File: src/rtl/intdiv_pkg.sv
// Package: shared types for the iterative divider.
// Holds the per-request control flag bundle and the sequencer states.
package intdiv_pkg;

    typedef struct packed {
        logic negate;     // two's-complement the final value
        logic signed_op;  // apply signed range checks to the quotient
        logic extended;   // dividend shifted up by the operand width
        logic rem_mode;   // return remainder instead of quotient
        logic word;       // half-width operation
    } div_ctl_t;

    typedef enum logic [1:0] {
        ST_IDLE = 2'd0,
        ST_RUN  = 2'd1,
        ST_FIN  = 2'd2
    } div_state_t;

endpackage

File: src/rtl/div_seq.sv
// Module: div_seq
// Sequencer for one division: accepts start only while idle, then runs W
// iteration cycles and one finishing cycle before returning to idle.
// Assumes start is a single-cycle strobe; strobes while busy are dropped.
module div_seq #(
    parameter int W = 64
) (
    input  logic clk,
    input  logic rst_n,
    input  logic start,
    output logic load,
    output logic step,
    output logic finish
);
    import intdiv_pkg::*;

    localparam int CW = $clog2(W) + 1;

    div_state_t    state_q;
    logic [CW-1:0] cnt_q;

    // State and iteration counter update.
    always_ff @(posedge clk) begin
        if (!rst_n) begin
            state_q <= ST_IDLE;
            cnt_q   <= '0;
        end else begin
            case (state_q)
                ST_IDLE: begin
                    if (start) begin
                        state_q <= ST_RUN;
                        cnt_q   <= '0;
                    end
                end
                ST_RUN: begin
                    cnt_q <= cnt_q + 1'b1;
                    if (cnt_q == CW'(W - 1)) begin
                        state_q <= ST_FIN;
                    end
                end
                default: begin
                    state_q <= ST_IDLE;
                end
            endcase
        end
    end

    // Phase strobes for the datapath and result stage.
    always_comb begin
        load   = (state_q == ST_IDLE) && start;
        step   = (state_q == ST_RUN);
        finish = (state_q == ST_FIN);
    end

endmodule

File: src/rtl/div_datapath.sv
// Module: div_datapath
// Restoring shift-subtract core. On load it forms a 2W-bit dividend as
// {hi, lo} and a W-bit divisor according to the mode flags, and records
// whether hi < divisor (the quotient then fits in W bits). Each step
// produces one quotient bit. After W steps lo holds the quotient and hi
// the remainder.
// Assumes load and step never occur in the same cycle.
module div_datapath #(
    parameter int W = 64
) (
    input  logic                      clk,
    input  logic                      rst_n,
    input  logic                      load,
    input  logic                      step,
    input  logic [W-1:0]              dividend,
    input  logic [W-1:0]              divisor,
    input  intdiv_pkg::div_ctl_t      ctl_in,
    output intdiv_pkg::div_ctl_t      ctl_q,
    output logic [W-1:0]              quo,
    output logic [W-1:0]              rem,
    output logic [W-1:0]              dvs_q,
    output logic                      fits_q
);
    import intdiv_pkg::*;

    localparam int HW = W / 2;

    logic [W-1:0] hi_q, lo_q;
    logic [W-1:0] hi_n, lo_n, d_n;
    logic [W:0]   trial, diff;
    logic         ge;

    // Operand placement for the requested mode.
    always_comb begin
        if (ctl_in.word) begin
            d_n  = {{HW{1'b0}}, divisor[HW-1:0]};
            hi_n = '0;
            if (ctl_in.extended && !ctl_in.rem_mode) begin
                lo_n = {dividend[W-1:HW], {HW{1'b0}}};
            end else begin
                lo_n = {{HW{1'b0}}, dividend[HW-1:0]};
            end
        end else begin
            d_n = divisor;
            if (ctl_in.extended && !ctl_in.rem_mode) begin
                hi_n = dividend;
                lo_n = '0;
            end else begin
                hi_n = '0;
                lo_n = dividend;
            end
        end
    end

    // One trial subtraction of the shifted partial remainder.
    always_comb begin
        trial = {hi_q, lo_q[W-1]};
        diff  = trial - {1'b0, dvs_q};
        ge    = !diff[W];
    end

    // Operand load and per-cycle shift-subtract.
    always_ff @(posedge clk) begin
        if (!rst_n) begin
            hi_q   <= '0;
            lo_q   <= '0;
            dvs_q  <= '0;
            fits_q <= 1'b0;
            ctl_q  <= '0;
        end else if (load) begin
            hi_q   <= hi_n;
            lo_q   <= lo_n;
            dvs_q  <= d_n;
            fits_q <= (hi_n < d_n);
            ctl_q  <= ctl_in;
        end else if (step) begin
            hi_q <= ge ? diff[W-1:0] : trial[W-1:0];
            lo_q <= {lo_q[W-2:0], ge};
        end
    end

    assign quo = lo_q;
    assign rem = hi_q;

    // a fitting division keeps its partial remainder below the divisor
    rem_bound_chk: assert property (@(posedge clk) disable iff (!rst_n)
        step |=> (!fits_q || (dvs_q == '0) || (hi_q < dvs_q)));

    // the divisor of a running division is never replaced
    dvs_hold_chk: assert property (@(posedge clk) disable iff (!rst_n)
        (step && $past(step)) |-> $stable(dvs_q));

endmodule

File: src/rtl/div_resolve.sv
// Module: div_resolve
// Finishing stage: decides whether the raw quotient or remainder can be
// represented in the requested form, applies the negation, formats word
// quotients, and registers the result with a one-cycle valid strobe.
// Assumes its inputs are stable in the finish cycle.
module div_resolve #(
    parameter int W = 64
) (
    input  logic                 clk,
    input  logic                 rst_n,
    input  logic                 finish,
    input  intdiv_pkg::div_ctl_t ctl,
    input  logic [W-1:0]         quo,
    input  logic [W-1:0]         rem,
    input  logic [W-1:0]         dvs,
    input  logic                 fits,
    output logic [W-1:0]         result,
    output logic                 valid
);
    import intdiv_pkg::*;

    localparam int HW = W / 2;
    localparam logic [W-1:0]  FULL_MIN = {1'b1, {(W-1){1'b0}}};
    localparam logic [HW-1:0] HALF_MIN = {1'b1, {(HW-1){1'b0}}};

    logic         zero_d, ok;
    logic [W-1:0] raw, signed_val, formatted;

    // Representability decision and formatting.
    always_comb begin
        zero_d = (dvs == '0);
        if (ctl.rem_mode) begin
            raw = rem;
            ok  = !zero_d;
        end else if (ctl.word) begin
            raw = quo;
            ok  = !zero_d && (quo[W-1:HW] == '0) &&
                  (!ctl.signed_op ||
                   (ctl.negate ? (quo[HW-1:0] <= HALF_MIN) : !quo[HW-1]));
        end else begin
            raw = quo;
            ok  = !zero_d && fits &&
                  (!ctl.signed_op ||
                   (ctl.negate ? (quo <= FULL_MIN) : !quo[W-1]));
        end
        signed_val = ctl.negate ? (~raw + 1'b1) : raw;
        if (ctl.word && !ctl.rem_mode) begin
            formatted = {{HW{1'b0}}, signed_val[HW-1:0]};
        end else begin
            formatted = signed_val;
        end
    end

    // Result register and valid strobe.
    always_ff @(posedge clk) begin
        if (!rst_n) begin
            result <= '0;
            valid  <= 1'b0;
        end else begin
            valid <= finish;
            if (finish) begin
                result <= ok ? formatted : '0;
            end
        end
    end

    // valid never stays high for two cycles
    valid_pulse_chk: assert property (@(posedge clk) disable iff (!rst_n)
        valid |=> !valid);

    // a zero divisor always returns zero
    zero_div_chk: assert property (@(posedge clk) disable iff (!rst_n)
        (valid && (dvs == '0)) |-> (result == '0));


    no_overflow_chk: assert property (@(posedge clk) disable iff (!rst_n)
        (valid && ctl.signed_op && !ctl.negate && !ctl.rem_mode && !ctl.word)
        |-> !result[W-1]);


    word_upper_chk: assert property (@(posedge clk) disable iff (!rst_n)
        (valid && ctl.word && !ctl.rem_mode) |-> (result[W-1:HW] == '0));

endmodule

File: src/rtl/int_divider.sv
// Module: int_divider
// Top of the iterative divider: sequencer, shift-subtract datapath and
// finishing stage. Takes operand magnitudes plus mode flags and returns one
// result word with a valid strobe 65 cycles after the start is accepted.
// Assumes the requester has converted signed operands to magnitudes.
module int_divider #(
    parameter int W = 64
) (
    input  logic         clk,
    input  logic         rst_n,
    input  logic         start,
    input  logic [W-1:0] dividend,
    input  logic [W-1:0] divisor,
    input  logic         negate,
    input  logic         signed_op,
    input  logic         extended,
    input  logic         rem_mode,
    input  logic         word,
    output logic [W-1:0] result,
    output logic         result_valid
);
    import intdiv_pkg::*;

    localparam int LW = $clog2(W + 3) + 1;

    logic         load, step, finish, fits;
    div_ctl_t     ctl_in, ctl_q;
    logic [W-1:0] quo, rem, dvs;

    // Bundle the request flags.
    always_comb begin
        ctl_in.negate    = negate;
        ctl_in.signed_op = signed_op;
        ctl_in.extended  = extended;
        ctl_in.rem_mode  = rem_mode;
        ctl_in.word      = word;
    end

    div_seq #(.W(W)) u_seq (
        .clk    (clk),
        .rst_n  (rst_n),
        .start  (start),
        .load   (load),
        .step   (step),
        .finish (finish)
    );

    div_datapath #(.W(W)) u_dp (
        .clk      (clk),
        .rst_n    (rst_n),
        .load     (load),
        .step     (step),
        .dividend (dividend),
        .divisor  (divisor),
        .ctl_in   (ctl_in),
        .ctl_q    (ctl_q),
        .quo      (quo),
        .rem      (rem),
        .dvs_q    (dvs),
        .fits_q   (fits)
    );

    div_resolve #(.W(W)) u_res (
        .clk    (clk),
        .rst_n  (rst_n),
        .finish (finish),
        .ctl    (ctl_q),
        .quo    (quo),
        .rem    (rem),
        .dvs    (dvs),
        .fits   (fits),
        .result (result),
        .valid  (result_valid)
    );

    // Elapsed-cycle counter since the last accepted request (checking only).
    logic [LW-1:0] lat_q;
    always_ff @(posedge clk) begin
        if (!rst_n) begin
            lat_q <= '0;
        end else if (load) begin
            lat_q <= LW'(1);
        end else if (lat_q != '1) begin
            lat_q <= lat_q + 1'b1;
        end
    end

    // valid appears exactly 65 cycles after the accepting edge
    latency_chk: assert property (@(posedge clk) disable iff (!rst_n)
        result_valid |-> (lat_q == LW'(W + 2)));

endmodule

File: config.mk
export PLATFORM = sky130hd
export DESIGN_NAME = int_divider
export DESIGN_NICKNAME = d
export VERILOG_FILES = /design/src/rtl/intdiv_pkg.sv /design/src/rtl/div_seq.sv /design/src/rtl/div_datapath.sv /design/src/rtl/div_resolve.sv /design/src/rtl/int_divider.sv
export SDC_FILE = /design/constraint.sdc
export NUM_CORES = 1
export LEC_CHECK = 0
export BUFFER_PORTS_ARGS = -buffer_cell sky130_fd_sc_hd__buf_2
export CAP_MARGIN = 20
export CORE_MARGIN = 3
export CORE_UTILIZATION = 41
export CTS_CLUSTER_DIAMETER = 120
export DETAILED_ROUTE_END_ITERATION = 8
export PLACE_DENSITY = 0.68
export SYNTH_ARGS = -nofsm -noshare
export SYNTH_HDL_FRONTEND = slang
export SYNTH_SLANG_ARGS = --single-unit
File: constraint.sdc
create_clock -name clk -period 12.3 [get_ports clk]
set_input_delay 2.46 -clock clk [delete_from_list [all_inputs] [get_ports clk]]
set_output_delay 2.46 -clock clk [all_outputs]
set_load 0.02 [all_outputs]
==> results.cfg, run 1 <==
[critical_path]
r2r_slack_ns = 7.00
max_stage_delay_ns = 0.69
cp.required_ns = 12.76
r2r_start = u_dp.quo[63]
crit_buf_inv = 2
cp.arrival_ns = 5.76
path_delay_family = compound AO/OA/AOI/OAI gates
end_kind = register
rr_worst_depth = 14
cp_max_fo = 50
start_kind = register
slowest_stage = buf_4
crit_chain = inv_1 -> ha_1 -> fa_1 -> nand2b_1 -> a21o_1 -> a211oi_1 -> or4_1 -> o311ai_1 -> a21oi_1 -> o21a_1 -> nor2_4 -> buf_4 -> nor2_1 -> a221o_1
worstSetupPathType = reg2reg
rr_endpoint = u_dp.rem[42]

[global_route]
grt_use_met3_pct = 4.97
top_usage_layer = met1
grt_pass1_wl_mm = 108
use_met1_pct = 40.5
use_met2_pct = 40.0
grt_max_degree = 100
antenna_found_initial = 6
track_usage_pct = 27.2
grt-ovfl-total = 0
grt_pass1_vias = 17900

[floorplanning]
die_y_um = 224
rows = 79
die-area_mm2 = 0.0500
die_x_um = 224
core_area_mm2 = 0.0467
top_level_ports = 201
start_util_pct = 41.6

[route]
remaining_drc_errors = 0
routed-via-count = 19700
routedWlPerCell_um = 21.9
drtPass1Iterations = 8
viasPerCell = 6.01
postRouteAntennaNets = 0
dr.first_iter.drc_count = 2019
routed_wl_mm = 71.8

[clock_network]
post-cts-setup-buffer-count = 0
cts_resized = 0
clkSlewWorstSetupHoldPaths_ns = 0.06
root_buffer = clkbuf_16
numCtsBuffers = 30
clk-insertion-delay-late_ns = 0.58
clock_path_buffers = 3
cts_tree = done
hold_buffers = 0
cts.sinks = 271
cts_max_level = 1

[synth]
yosys_warnings = 0
synthMuxAreaShare_pct = 7.44
synth_flop_cell = dfxtp_1
synth.distinct_cells = 76
synth_compound_area_share_pct = 23.5
ys_seq_elements = 271
synth-xor-area-share_pct = 5.33
synth.net_count = 2815
synth_top_family_by_area = compound AO/OA/AOI/OAI gates
netlist_area_mm2 = 0.0194
ys_async_sr_fraction_pct = 0
synthAdderAreaFrac_pct = 8.42
synth_area_per_cell_um2 = 7.61
synth-edff-count = 0
synth_cells = 2549
synth-simple-area-share_pct = 22.1
synth_seq_area_share_pct = 28.0

[hold_path]
holdPathEnd = u_res.result[0]
hold_path_startpoint = u_res.result[0]
holdPathStages = 2
holdCritPathClass = reg2reg

[timing]
tightestPinTransition_ns = 1.08
fin_worst_skew_ns = 0.00933
setup_tns_ns = 0
fmax_mhz = 189
hold_viol_final = 0
final.period_utilization_pct = 43.1
rsz0062_at_grt = no
relSlewSlack_pct = 27.9
holdWs_ns = 0.445
setup_viol = 0
period_needed_ns = 5.30
slew_viol_final = 0

[place]
globalplace.congestion = 0.972
dp_hpwl_mm = 55.6
io_buffers = 200
placed_cells = 3214

[final_layout]
final_layout_size_suffix_gt1_share_pct = 12.7
areaGrowthSynthToFinish_pct = 12.6
nNetsFinal = 2907
layout_common_cells = 337 x nand2_1, 269 x dfxtp_1, 202 x buf_2, 196 x a21oi_1, 180 x o21ai_0
stdcell_count = 3270
mostFrequentLayoutCell = nand2_1

[outcome]
status = finished, final reports clean

[pwr]
power_density_mw_per_mm2 = 289
power.leakage_nw = 8.97
max-vdd-ir-drop_uv = 442

[job]
cap_violations = 0
[Yosys cell counts (4+ instances only)]
library cell	number	area share (%)
or2_2	7	0.23
o2bb2ai_1	4	0.18
or4_1	4	0.15
inv_1	111	2.1
a221o_1	14	0.72
nor2_1	157	3.0
o22ai_1	46	1.5
mux2i_1	97	5.0
nand3b_1	4	0.15
a21boi_0	10	0.39
o21a_1	7	0.27
nor3b_1	10	0.39
o211ai_1	14	0.54
a22oi_1	74	2.9
nand3_1	53	1.4
o21ai_0	180	4.6
nor2b_1	14	0.45
a21o_1	59	2.3
ha_1	129	8.3
clkbuf_1	125	2.4
o21ai_1	13	0.34
xnor2_1	80	3.6
dfxtp_1	271	28
and2_1	69	2.2
nor4_1	40	1.3
nor3_1	56	1.4
buf_2	16	0.41
xor2_1	38	1.7
o21bai_1	9	0.35
nand2_1	338	6.5
buf_1	15	0.29
and3_1	10	0.32
nand4_1	45	1.5
a31oi_1	47	1.5
a22o_1	8	0.36
mux2_2	42	2.4
or3_1	12	0.39
a21oi_1	197	5.1
a221oi_1	6	0.27
o31ai_1	10	0.39
a211oi_1	7	0.27
nand2b_1	49	1.6
[registers in the layout, summed over array words and instances (netlist names)]
signal	count
u_seq.state_q	2
u_seq.cnt_q	7
u_dp.rem	64
u_dp.fits_q	1
u_res.valid	1
u_dp.ctl_q	4
u_dp.quo	64
u_res.result	64
u_dp.dvs_q	64
[layout make-up]
cell class	instances	area, um2
fillers	4652	24800
multi-input cells	2009	13000
flip-flops and latches	271	5430
repair buffers	216	1130
clock buffers	44	915
well taps	607	759
inverters	113	427
clock inverters	8	190
diodes	2	5.00
[stage by stage]
stage	area, um2	utilization, %	power [W]	setup slack (ns)
floorplan	19400	-	0.00417	7.31
global placement	20700	44.4	0.00518	6.12
detailed placement	20700	44.4	0.00520	6.01
CTS	21800	46.8	0.00622	6.59
global route	21900	46.8	0.00671	6.75
finish	21900	46.8	0.00632	7.00
[layer usage]
metal / up-vias / part of all wire (%) / wire, um
li1: 9362 / - / -
met1: 9288 / 46 / 32700
met2: 883 / 42 / 29900
met3: 118 / 9.8 / 7020
met4: 0 / 3.0 / 2150
met5: - / 0 / 0
[how the worst max path moves through the flow]
| stage | start | endpoint | slack (ns) | cells past startpoint |
|---|---|---|---|---|
| after floorplan | rem_mode | u_dp.fits_q | 7.31 | 15 |
| after global placement | word | u_dp.fits_q | 6.12 | 14 |
| after detailed placement | rem_mode | u_dp.fits_q | 6.01 | 15 |
| after CTS | rem_mode | u_dp.fits_q | 6.59 | 15 |
| after global routing | word | u_dp.fits_q | 6.75 | 15 |
| final | u_dp.quo[63] | u_dp.rem[42] | 7.00 | 14 |
[kinds of logic after synthesis]
group / after synthesis
and+or+nand+nor: 886
AOI/OAI and AO/OA: 736
DFF: 271
buffers and inverters: 269
muxes: 139
adders and majority gates: 130
xor gates and xnor gates: 118
[where the power goes]
group          switching [W]  internal [W]
registers           0.000282       0.00101
clock network       0.000380      0.000634
logic                0.00239       0.00163
total                0.00305       0.00327
[worst min-delay path: cells and delay by family, from the launching register on]
kind            cells  cell delay, ns
flops               1            0.32
compound gates      1            0.05
simple gates        1            0.04
Power figures use the tool's default switching activity.
==> run 2, diff against run 1 <==
--- a/config.mk
+++ b/config.mk
@@ -11,7 +11,7 @@
 export CORE_UTILIZATION = 41
 export CTS_CLUSTER_DIAMETER = 120
 export DETAILED_ROUTE_END_ITERATION = 8
-export PLACE_DENSITY = 0.68
+export PLACE_DENSITY = 0.7
 export SYNTH_ARGS = -nofsm -noshare
 export SYNTH_HDL_FRONTEND = slang
 export SYNTH_SLANG_ARGS = --single-unit
==> constraint.sdc (replaced) <==
create_clock -name clk -period 4.3 [get_ports clk]
set_input_delay 0.86 -clock clk [delete_from_list [all_inputs] [get_ports clk]]
set_output_delay 0.86 -clock clk [all_outputs]
set_load 0.02 [all_outputs]
==> run 2 against run 1 <==
Clock power rose to 2.8 times the previous value. Non-clock buffer count up 64. Hold slack about the same. Sequential share of layout area fell by 0.56 points. Clock-buffer cell count is 4 lower. Clock skew is 0.014 ns higher. Critical endpoint is now u_dp.rem[56]. Register-to-register slack got worse by 6.8 ns. Fmax grew 29%. Cell count grew 2.0%. Combinational power grew to 3.1 times the previous value. Die area unchanged.
==> results.cfg, run 2 (synthesis gave the netlist of run 1 again) <==
[critical_path]
crit_chain = inv_1 -> ha_1 -> fa_1 -> nand2b_1 -> a21o_1 -> a211oi_1 -> or4_1 -> o311ai_1 -> a21oi_1 -> nor3_1 -> buf_4 -> nor2_4 -> nor2_1 -> a221o_1
start_kind = register
cp.required_ns = 4.84
worstSetupPathType = reg2reg
end_kind = register
cp.arrival_ns = 4.64
cp_max_fo = 11
crit_buf_inv = 2
slowest_stage = or4_1
r2r_slack_ns = 0.20
max_stage_delay_ns = 0.62
path_delay_family = simple AND/OR/NAND/NOR gates

[clock_network]
clock_path_buffers = 3
clkSlewWorstSetupHoldPaths_ns = 0.06
cts_tree = done
cts.sinks = 271
post-cts-setup-buffer-count = 0
clk-insertion-delay-late_ns = 0.60
hold_buffers = 0
cts_max_level = 1
root_buffer = clkbuf_16
cts_resized = 0
numCtsBuffers = 31

[global_route]
grt-ovfl-total = 0
grt_pass1_wl_mm = 111
track_usage_pct = 28.1
grt_max_degree = 72
antenna_found_initial = 2
grt_pass1_vias = 18800

[final_layout]
nNetsFinal = 2972
layout_common_cells = 337 x nand2_1, 269 x dfxtp_1, 200 x buf_2, 196 x a21oi_1, 180 x o21ai_0
mostFrequentLayoutCell = nand2_1
antennaDiodeCount = 0
final_layout_size_suffix_gt1_share_pct = 15.0
final_core_util_pct = 47.9
areaGrowthSynthToFinish_pct = 15.2

[route]
routedWlPerCell_um = 22.1
postRouteAntennaNets = 0
dr.first_iter.drc_count = 2366
remaining_drc_errors = 0
viasPerCell = 6.02
drtPass1Iterations = 6
routed_wl_mm = 73.8
routed-via-count = 20100

[timing]
period_needed_ns = 4.10
slew_viol_final = 0
rsz0062_at_grt = no
fin_worst_skew_ns = 0.0233
tightestPinTransition_ns = 1.04
relSlewSlack_pct = 30.7
setup_viol = 0
final.period_utilization_pct = 95.3
setup_tns_ns = 0
fmax_mhz = 244
worst_slack_ns = 0.201
hold_viol_final = 0

[floorplanning]
die-area_mm2 = 0.0500
die_y_um = 224
top_level_ports = 201
die_x_um = 224
start_util_pct = 41.6
core_area_mm2 = 0.0467
rows = 79

[job]
cap_violations = 0

[pwr]
power.leakage_nw = 9.30
max-vdd-ir-drop_uv = 981
finalPower_w = 0.0187
power_density_mw_per_mm2 = 837

[place]
io_buffers = 200
globalplace.congestion = 0.988
dp_hpwl_mm = 57.9
pre_cts_ws_ns = 0.323

[hold_path]
holdCritPathClass = reg2reg

[outcome]
status = finished, final reports clean
[run 2: changes by cell type in the layout (fill, tap and decap cells not counted), moves of 3 or more]
cell,delta
buf_12,+3
buf_4,+63
clkbuf_8,-4
clkinv_2,+3
clkinv_4,+4
[run 2: report_power, final]
group / internal, W / switching (W)
logic: 0.00509 / 0.00738
clock network: 0.00171 / 0.00112
registers: 0.00288 / 0.000537
[run 2: metal layers]
layer	GRT usage (%)	vias up	wire length (um)
met2	42.4	1010	31300
met1	40.3	9469	31800
met3	4.95	132	8050
li1	-	9475	-
met4	9.55	0	2540
met5	0	-	0
[run 2: area by class of cell]
class / instances / area, um2
Inverter: 113 / 427
Multi-Input combinational cell: 2009 / 13000
Fill cell: 4648 / 24300
Timing Repair Buffer: 280 / 1650
Clock inverter: 16 / 226
Tap cell: 607 / 759
Clock buffer: 40 / 860
Sequential cell: 271 / 5430
[run 2: final timing paths]
check,startpoint,end,depth (start not counted)
hold reg to reg,u_res.result[32],u_res.result[32],2
setup reg to reg,u_dp.quo[63],u_dp.rem[56],14
setup / recovery,u_dp.quo[63],u_dp.rem[56],14
hold / removal,u_res.result[32],u_res.result[32],2
[run 2: per-stage QoR]
stage | hold slack, ns | instances | area (um2)
floorplan | 0.436 | 2549 | 19400
global placement | 0.435 | 3280 | 21300
detailed placement | 0.438 | 3280 | 21300
CTS | 0.450 | 3336 | 22400
global route | 0.464 | 3336 | 22400
finish | 0.446 | 3336 | 22400
[run 2: worst min-delay path, stage by stage, from the launching register on]
cell	delay, ns
dfxtp_1	0.32
nand2_1	0.04
o21ai_0	0.05
